--- src/rtl/hbr_pkg.sv ---
package hbr_pkg;
  localparam int DATA_W      = 32;
  localparam int NUM_REGS    = 28;
  localparam int IDX_PWRON   = 0;
  localparam int IDX_GEN     = 1;
  localparam int IDX_IODEV   = 2;
  localparam int IDX_SDRAM   = 3;
  localparam int IDX_MAP     = 4;
  localparam int IDX_GPIO_D  = 7;
  localparam int IDX_GPIO_IE = 8;
  localparam int IDX_EN_SET  = 12;
  localparam int IDX_EN_CLR  = 13;
  localparam int IDX_EN      = 14;
  localparam int IDX_STAT    = 15;
  localparam int IDX_DQ      = 26;
  localparam int IDX_MSIZE   = 27;
  localparam int ARM_BIT     = 2;

  function automatic logic [DATA_W-1:0] reset_value(input int idx);
    case (idx)
      IDX_PWRON:   return 32'h0000_0C40;
      IDX_GEN:     return 32'h0000_1384;
      IDX_IODEV:   return 32'h2BFF_8010;
      IDX_SDRAM:   return 32'h255E_0091;
      IDX_MAP:     return 32'h0000_6140;
      IDX_GPIO_D:  return 32'h0000_01FF;
      IDX_GPIO_IE: return 32'h0000_01FF;
      IDX_DQ:      return 32'h0000_0008;
      IDX_MSIZE:   return 32'h1000_0000;
      default:     return '0;
    endcase
  endfunction
endpackage

--- src/rtl/hbr_addr_dec.sv ---
module hbr_addr_dec #(
  parameter int ADDR_W = 8,
  localparam int IDX_W = ADDR_W - 2
) (
  input  logic [ADDR_W-1:0] addr,
  output logic [IDX_W-1:0]  idx,
  output logic              in_window
);
  import hbr_pkg::*;
  logic [ADDR_W-1:0] shifted;
  always_comb begin
    shifted   = addr >> 2;
    idx       = shifted[IDX_W-1:0];
    in_window = ({1'b0, idx} < (IDX_W+1)'(NUM_REGS));
  end
endmodule

--- src/rtl/hbr_enable_ctl.sv ---
module hbr_enable_ctl
  import hbr_pkg::*;
(
  input  logic              clk,
  input  logic              rst_n,
  input  logic              set_we,
  input  logic              clr_we,
  input  logic [DATA_W-1:0] wdata,
  output logic [DATA_W-1:0] en_q
);
  always_ff @(posedge clk) begin
    if (!rst_n)      en_q <= '0;
    else if (set_we) en_q <= en_q | wdata;
    else if (clr_we) en_q <= en_q & ~wdata;
  end


  en_set_or_chk: assert property (@(posedge clk) disable iff (!rst_n)
    set_we |=> en_q == ($past(en_q) | $past(wdata)));

  en_clr_and_chk: assert property (@(posedge clk) disable iff (!rst_n)
    (clr_we && !set_we) |=> en_q == ($past(en_q) & ~$past(wdata)));

  en_hold_chk: assert property (@(posedge clk) disable iff (!rst_n)
    (!set_we && !clr_we) |=> $stable(en_q));
endmodule

--- src/rtl/hbr_reset_arm.sv ---
module hbr_reset_arm (
  input  logic clk,
  input  logic rst_n,
  input  logic gen_we,
  input  logic wr_bit,
  input  logic stored_bit,
  output logic req
);
  always_ff @(posedge clk) begin
    if (!rst_n) req <= 1'b0;
    else        req <= gen_we && wr_bit && !stored_bit;
  end


  req_single_chk: assert property (@(posedge clk) disable iff (!rst_n)
    req |=> !req);

  req_edge_chk: assert property (@(posedge clk) disable iff (!rst_n)
    $rose(req) |-> stored_bit && !$past(stored_bit));
endmodule

--- src/rtl/hbr_regbank.sv ---
module hbr_regbank #(
  parameter int IDX_W = 6
) (
  input  logic                 clk,
  input  logic                 rst_n,
  input  logic                 wr_en,
  input  logic [IDX_W-1:0]     wr_idx,
  input  logic [hbr_pkg::DATA_W-1:0] wdata,
  input  logic [hbr_pkg::DATA_W-1:0] en_value,
  output logic [hbr_pkg::DATA_W-1:0] regs_q [hbr_pkg::NUM_REGS]
);
  import hbr_pkg::*;

  for (genvar i = 0; i < NUM_REGS; i++) begin : g_word
    if (i == IDX_EN) begin : g_en
      assign regs_q[i] = en_value;
    end else if (i == IDX_STAT) begin : g_stat
      always_ff @(posedge clk) begin
        if (!rst_n) regs_q[i] <= reset_value(i);
      end
    end else begin : g_rw
      always_ff @(posedge clk) begin
        if (!rst_n)                              regs_q[i] <= reset_value(i);
        else if (wr_en && wr_idx == IDX_W'(i))   regs_q[i] <= wdata;
      end
    end
  end


  stat_ro_chk: assert property (@(posedge clk) disable iff (!rst_n)
    (wr_en && wr_idx == IDX_W'(IDX_STAT)) |=> regs_q[IDX_STAT] == '0);

  gen_store_chk: assert property (@(posedge clk) disable iff (!rst_n)
    (wr_en && wr_idx == IDX_W'(IDX_GEN)) |=> regs_q[IDX_GEN] == $past(wdata));
endmodule

--- src/rtl/hbr_regfile.sv ---
module hbr_regfile #(
  parameter int ADDR_W = 8
) (
  input  logic                       clk,
  input  logic                       rst_n,
  input  logic [ADDR_W-1:0]          bus_addr,
  input  logic [hbr_pkg::DATA_W-1:0] bus_wdata,
  input  logic                       bus_wen,
  input  logic                       bus_ren,
  output logic [hbr_pkg::DATA_W-1:0] bus_rdata,
  output logic                       sys_rst_req
);
  import hbr_pkg::*;
  localparam int IDX_W = ADDR_W - 2;

  logic [IDX_W-1:0]  idx;
  logic              in_win;
  logic              wr_ok;
  logic [DATA_W-1:0] en_value;
  logic [DATA_W-1:0] regs_q [NUM_REGS];
  logic [DATA_W-1:0] rd_word;

  hbr_addr_dec #(.ADDR_W(ADDR_W)) u_dec (
    .addr(bus_addr), .idx(idx), .in_window(in_win)
  );

  assign wr_ok = bus_wen && in_win;

  hbr_enable_ctl u_en (
    .clk(clk), .rst_n(rst_n),
    .set_we(wr_ok && idx == IDX_W'(IDX_EN_SET)),
    .clr_we(wr_ok && idx == IDX_W'(IDX_EN_CLR)),
    .wdata(bus_wdata), .en_q(en_value)
  );

  hbr_regbank #(.IDX_W(IDX_W)) u_bank (
    .clk(clk), .rst_n(rst_n), .wr_en(wr_ok), .wr_idx(idx),
    .wdata(bus_wdata), .en_value(en_value), .regs_q(regs_q)
  );

  hbr_reset_arm u_arm (
    .clk(clk), .rst_n(rst_n),
    .gen_we(wr_ok && idx == IDX_W'(IDX_GEN)),
    .wr_bit(bus_wdata[ARM_BIT]),
    .stored_bit(regs_q[IDX_GEN][ARM_BIT]),
    .req(sys_rst_req)
  );

  always_comb begin
    rd_word = '0;
    for (int i = 0; i < NUM_REGS; i++)
      if (idx == IDX_W'(i)) rd_word = regs_q[i];
  end

  always_ff @(posedge clk) begin
    if (!rst_n)       bus_rdata <= '0;
    else if (bus_ren) bus_rdata <= rd_word;
  end


  out_of_window_zero_chk: assert property (@(posedge clk) disable iff (!rst_n)
    (bus_ren && !in_win) |=> bus_rdata == '0);

  rdata_hold_chk: assert property (@(posedge clk) disable iff (!rst_n)
    !bus_ren |=> $stable(bus_rdata));
endmodule

--- config.mk ---
export PLATFORM = sky130hd
export DESIGN_NAME = hbr_regfile
export DESIGN_NICKNAME = d
export VERILOG_FILES = /design/src/rtl/hbr_pkg.sv /design/src/rtl/hbr_addr_dec.sv /design/src/rtl/hbr_enable_ctl.sv /design/src/rtl/hbr_reset_arm.sv /design/src/rtl/hbr_regbank.sv /design/src/rtl/hbr_regfile.sv
export SDC_FILE = /design/constraint.sdc
export NUM_CORES = 2
export LEC_CHECK = 0
export BUFFER_PORTS_ARGS = -buffer_cell sky130_fd_sc_hd__buf_2
export CAP_MARGIN = 0
export CORE_UTILIZATION = 25
export DETAILED_ROUTE_END_ITERATION = 10
export GPL_TIMING_DRIVEN = 0
export SYNTH_ARGS = -nofsm -noshare
export SYNTH_HDL_FRONTEND = slang
export SYNTH_SLANG_ARGS = --single-unit
export TNS_END_PERCENT = 1
--- constraint.sdc ---
create_clock -name clk -period 2.1 [get_ports clk]
set_input_delay 0.21 -clock clk [delete_from_list [all_inputs] [get_ports clk]]
set_output_delay 0.21 -clock clk [all_outputs]
set_load 0.005 [all_outputs]
==> key figures <==
Routing
  – Residual antenna-violating net count after detailed routing: 0
  – DRC: 0
  – Length of the first detailed-routing pass in iterations: 6
  – Length of routed met2 wiring: 81.3 mm
  – Detailed-route wire length on metal 1: 77.0 mm
  – Total wire length after detailed routing: 195 mm
  – Total met3 wirelength after detailed routing: 23.1 mm
  – Iter 0 DRT Violations: 6239
  – Uppermost layer routed: met5
  – Via-to-Cell Ratio: 5.44
  – Vias after detailed routing: 41200
  – Mean routed wirelength per cell: 25.8 um

Synth
  – Count leader, synth: sky130_fd_sc_hd__nand2_1
  – Total number of yosys warnings: 0
  – Syn nets: 5208
  – Number of synthesized flops with an enable pin: 0
  – Synthesized area per cell: 8.02 sq um
  – Ranking of synthesized cells by area: sky130_fd_sc_hd__dfxtp_1, sky130_fd_sc_hd__nand2_1, sky130_fd_sc_hd__a21boi_0, sky130_fd_sc_hd__a21boi_1, sky130_fd_sc_hd__clkbuf_1
  – Number of distinct library cells after synthesis: 73
  – Most frequent cells after synthesis: sky130_fd_sc_hd__nand2_1, sky130_fd_sc_hd__dfxtp_1, sky130_fd_sc_hd__a21boi_0
  – Number of cells produced by synthesis: 5164
  – Share of the synthesized area in the top cell type: 43.4%
  – Share of synthesized area occupied by flip-flops and latches: 43.4%
  – Netlist area before placement: 41400 sq um
  – Flop and latch count out of synthesis: 897
  – Ys async rst share: 0%
  – Library cell occupying the most area in the post-synthesis netlist: sky130_fd_sc_hd__dfxtp_1
  – Synth Flop Type: sky130_fd_sc_hd__dfxtp_1

Setup path
  – CP cell instances: buf_2 > buf_4 > buf_6 > buf_6 > buf_6 > buf_2 > a211oi_2 > o21bai_1 > a31o_1
  – Kind of end point of the critical path: flop
  – Maximum fanout along the worst path: 10
  – Worst endpoint data arrival time: 3110 ps
  – Required time reported for the critical path endpoint: 2740 ps
  – Setup crit start: bus_addr[2]
  – Setup CP Type: input pin to flop
  – Worst R2R Start: u_bank.regs_q[864]
  – CP max stage cell: sky130_fd_sc_hd__buf_2
  – Depth of the most critical reg-to-reg path: 6
  – Crit path launch type: input pin
  – Slowest stage delay, CP: 580 ps
  – Cell repeated most along the worst path: sky130_fd_sc_hd__buf_6

Power and ir drop
  – Cell Pwr Density: 780 nW/um^2
  – Max IR drop VDD: 0.000570 V
  – Static leakage: 16.4 nW
  – Total power after layout: 37.5 mW

Timing
  – Clock skew after layout: 33.9 ps
  – PnR worst setup slack: -373 ps
  – RSZ-0062 raised after global routing: yes
  – Number of max-slew violations in the final report: 11
  – Final Hold Vio Count: 2
  – Worst slew margin relative to its limit: -0.851%
  – Final period util: 118%
  – Peak Freq: 0.404 GHz
  – Total negative slack: -14040 ps
  – Worst Hold Margin: -17.3 ps
  – Slew of the pin with the lowest slew margin: 1510 ps
  – Final setup violation count: 261
  – Minimum clock period: 2470 ps

Clocking
  – Inserted Clock Buffers: 95
  – Total number of clock tree sinks: 897
  – CTS root buffer: sky130_fd_sc_hd__clkbuf_16
  – Deepest clock path buffer count: 3
  – CTS tree: yes
  – Clock transition time at the flip-flop clock pins of the worst setup and hold paths: 60 ps
  – Level count of the clock H-tree: 3
  – Clk Latency, worst-skew pair: 710 ps

Place
  – Worst slack, placed: -1580 ps
  – PortBufs: 42
  – RD Place Congestion: 1.03
  – Post-DP HPWL: 147 mm

Floorplanning
  – Area of the die: 167000 sq um
  – Rows: 148
  – Width of the die: 409 um
  – Effective utilization at floorplan: 25.3%
  – Height of the die: 409 um
  – Area of the core: 164000 sq um
  – I/O pins: 77

GRT
  – Gr ovfl total: 0
  – Pin count of the biggest net entering global routing: 14
  – First-pass GRT wire length: 273 mm
  – GRT Util Overall: 22.3%
  – Number of antenna violations at the first check in global routing: 17
  – Vias in the first global route: 38100

Status
  – Violated checks: hold timing, capacitance limit, slew limit, setup timing
  – Outcome: complete, but fails checks

Job
  – Number of max-capacitance violations reported: 1

Cells and area
  – Proportion of layout cells with a drive suffix above 1: 10.9%
  – Total number of nets in the final design: 5356
  – Fill cell total of the finished layout: 17500
  – Utilization of the core after routing: 29.4%
  – Area growth from synthesis to final layout: 16.2%

Worst hold path
  – Worst hold path class: input pin to flop
  – Startpoint of the worst hold path: bus_wdata[25]
  – Hold path cells: 3
==> worst paths after layout <==
check             slack, ps            endpoint
setup / recovery       -370       bus_rdata[24]
hold / removal          -20  u_bank.regs_q[377]
setup reg to reg       -170        bus_rdata[0]
hold reg to reg         450        bus_rdata[6]
==> cells by family (layout without fill, tap and decap cells) <==
| family | Yosys count | count (layout) | synth area share [%] |
|---|---|---|---|
| mux | 189 | 189 | 5.57 |
| other cells | 0 | 6 | 0 |
| flops | 897 | 897 | 43.4 |
| simple gates | 2132 | 2132 | 20.7 |
| compound gates | 1417 | 1417 | 24.7 |
| buf+inv | 529 | 751 | 5.60 |
==> cells in the final DEF (no fill, tap or decap), drive strengths merged, types with 6 or more instances in the layout <==
| cell | count |
|---|---|
| o21ai | 97 |
| o2bb2ai | 47 |
| buf | 209 |
| nor2 | 131 |
| mux4 | 29 |
| o221ai | 55 |
| a31oi | 6 |
| inv | 9 |
| nor2b | 37 |
| clkbuf | 497 |
| o2111ai | 7 |
| o211ai | 17 |
| dfxtp | 897 |
| diode | 6 |
| a32oi | 8 |
| nand2 | 1762 |
| a21oi | 147 |
| a21boi | 775 |
| nand3 | 127 |
| a211oi | 29 |
| o31ai | 6 |
| a22oi | 36 |
| a221oi | 64 |
| mux2i | 119 |
| clkinv | 21 |
| o311ai | 6 |
| o22ai | 74 |
| a21o | 20 |
| mux2 | 41 |
| nor3 | 39 |
==> critical path: cells and delay by family <==
kind	cells	cell delay (ps)
buffers and inverters	6	1830
AOI/OAI and AO/OA	3	1040
==> area by class of cell <==
class	count	area (sq um)	area share, %
Sequential cell	897	18000	37.3
Clock inverter	29	278	0.577
Buffer	518	2530	5.27
Antenna cell	6	15.0	0.0312
Timing Repair Buffer	53	305	0.635
Inverter	9	33.8	0.0702
Clock buffer	142	2850	5.92
Tap cell	2175	2720	5.66
Multi-Input combinational cell	3738	21400	44.5
==> where the power goes <==
group          total, mW  switching [mW]  internal [mW]
sequential          17.1          0.0427           17.1
clock               17.4            7.59           9.84
combinational       3.00            2.22          0.780
total               37.5            9.85           27.7
==> sequential cells by signal (all words and copies together) (netlist names), named ones only <==
register,count
bus_rdata,32
u_arm.req,1
u_bank.regs_q,832
==> metrics by stage <==
stage,hold WS (ps),instance area [sq um],instances
2_1_floorplan,415,41400,5164
5_1_grt,27.3,48100,7562
6_report,-17.3,48100,7567
3_5_place_dp,442,44300,7381
3_3_place_gp,437,44300,7381
4_1_cts,4.85,47900,7562
==> metal layers <==
layer,track usage (%),up-vias
met5,0,-
met4,13.8,14
met3,5.87,643
met2,32.8,2689
met1,28.9,19900
li1,-,17900
==> what timing repair did <==
item | in CTS | in global routing
pin swaps | 8 | 1
setup buffers | 6 | 0
endpoints found under the hold margin | 17 | 0
endpoints found under the setup margin | 620 | 724
hold buffers | 5 | 0
gates resized for setup | 140 | 110
gates cloned | 0 | 0
Power figures use the tool's default switching activity.
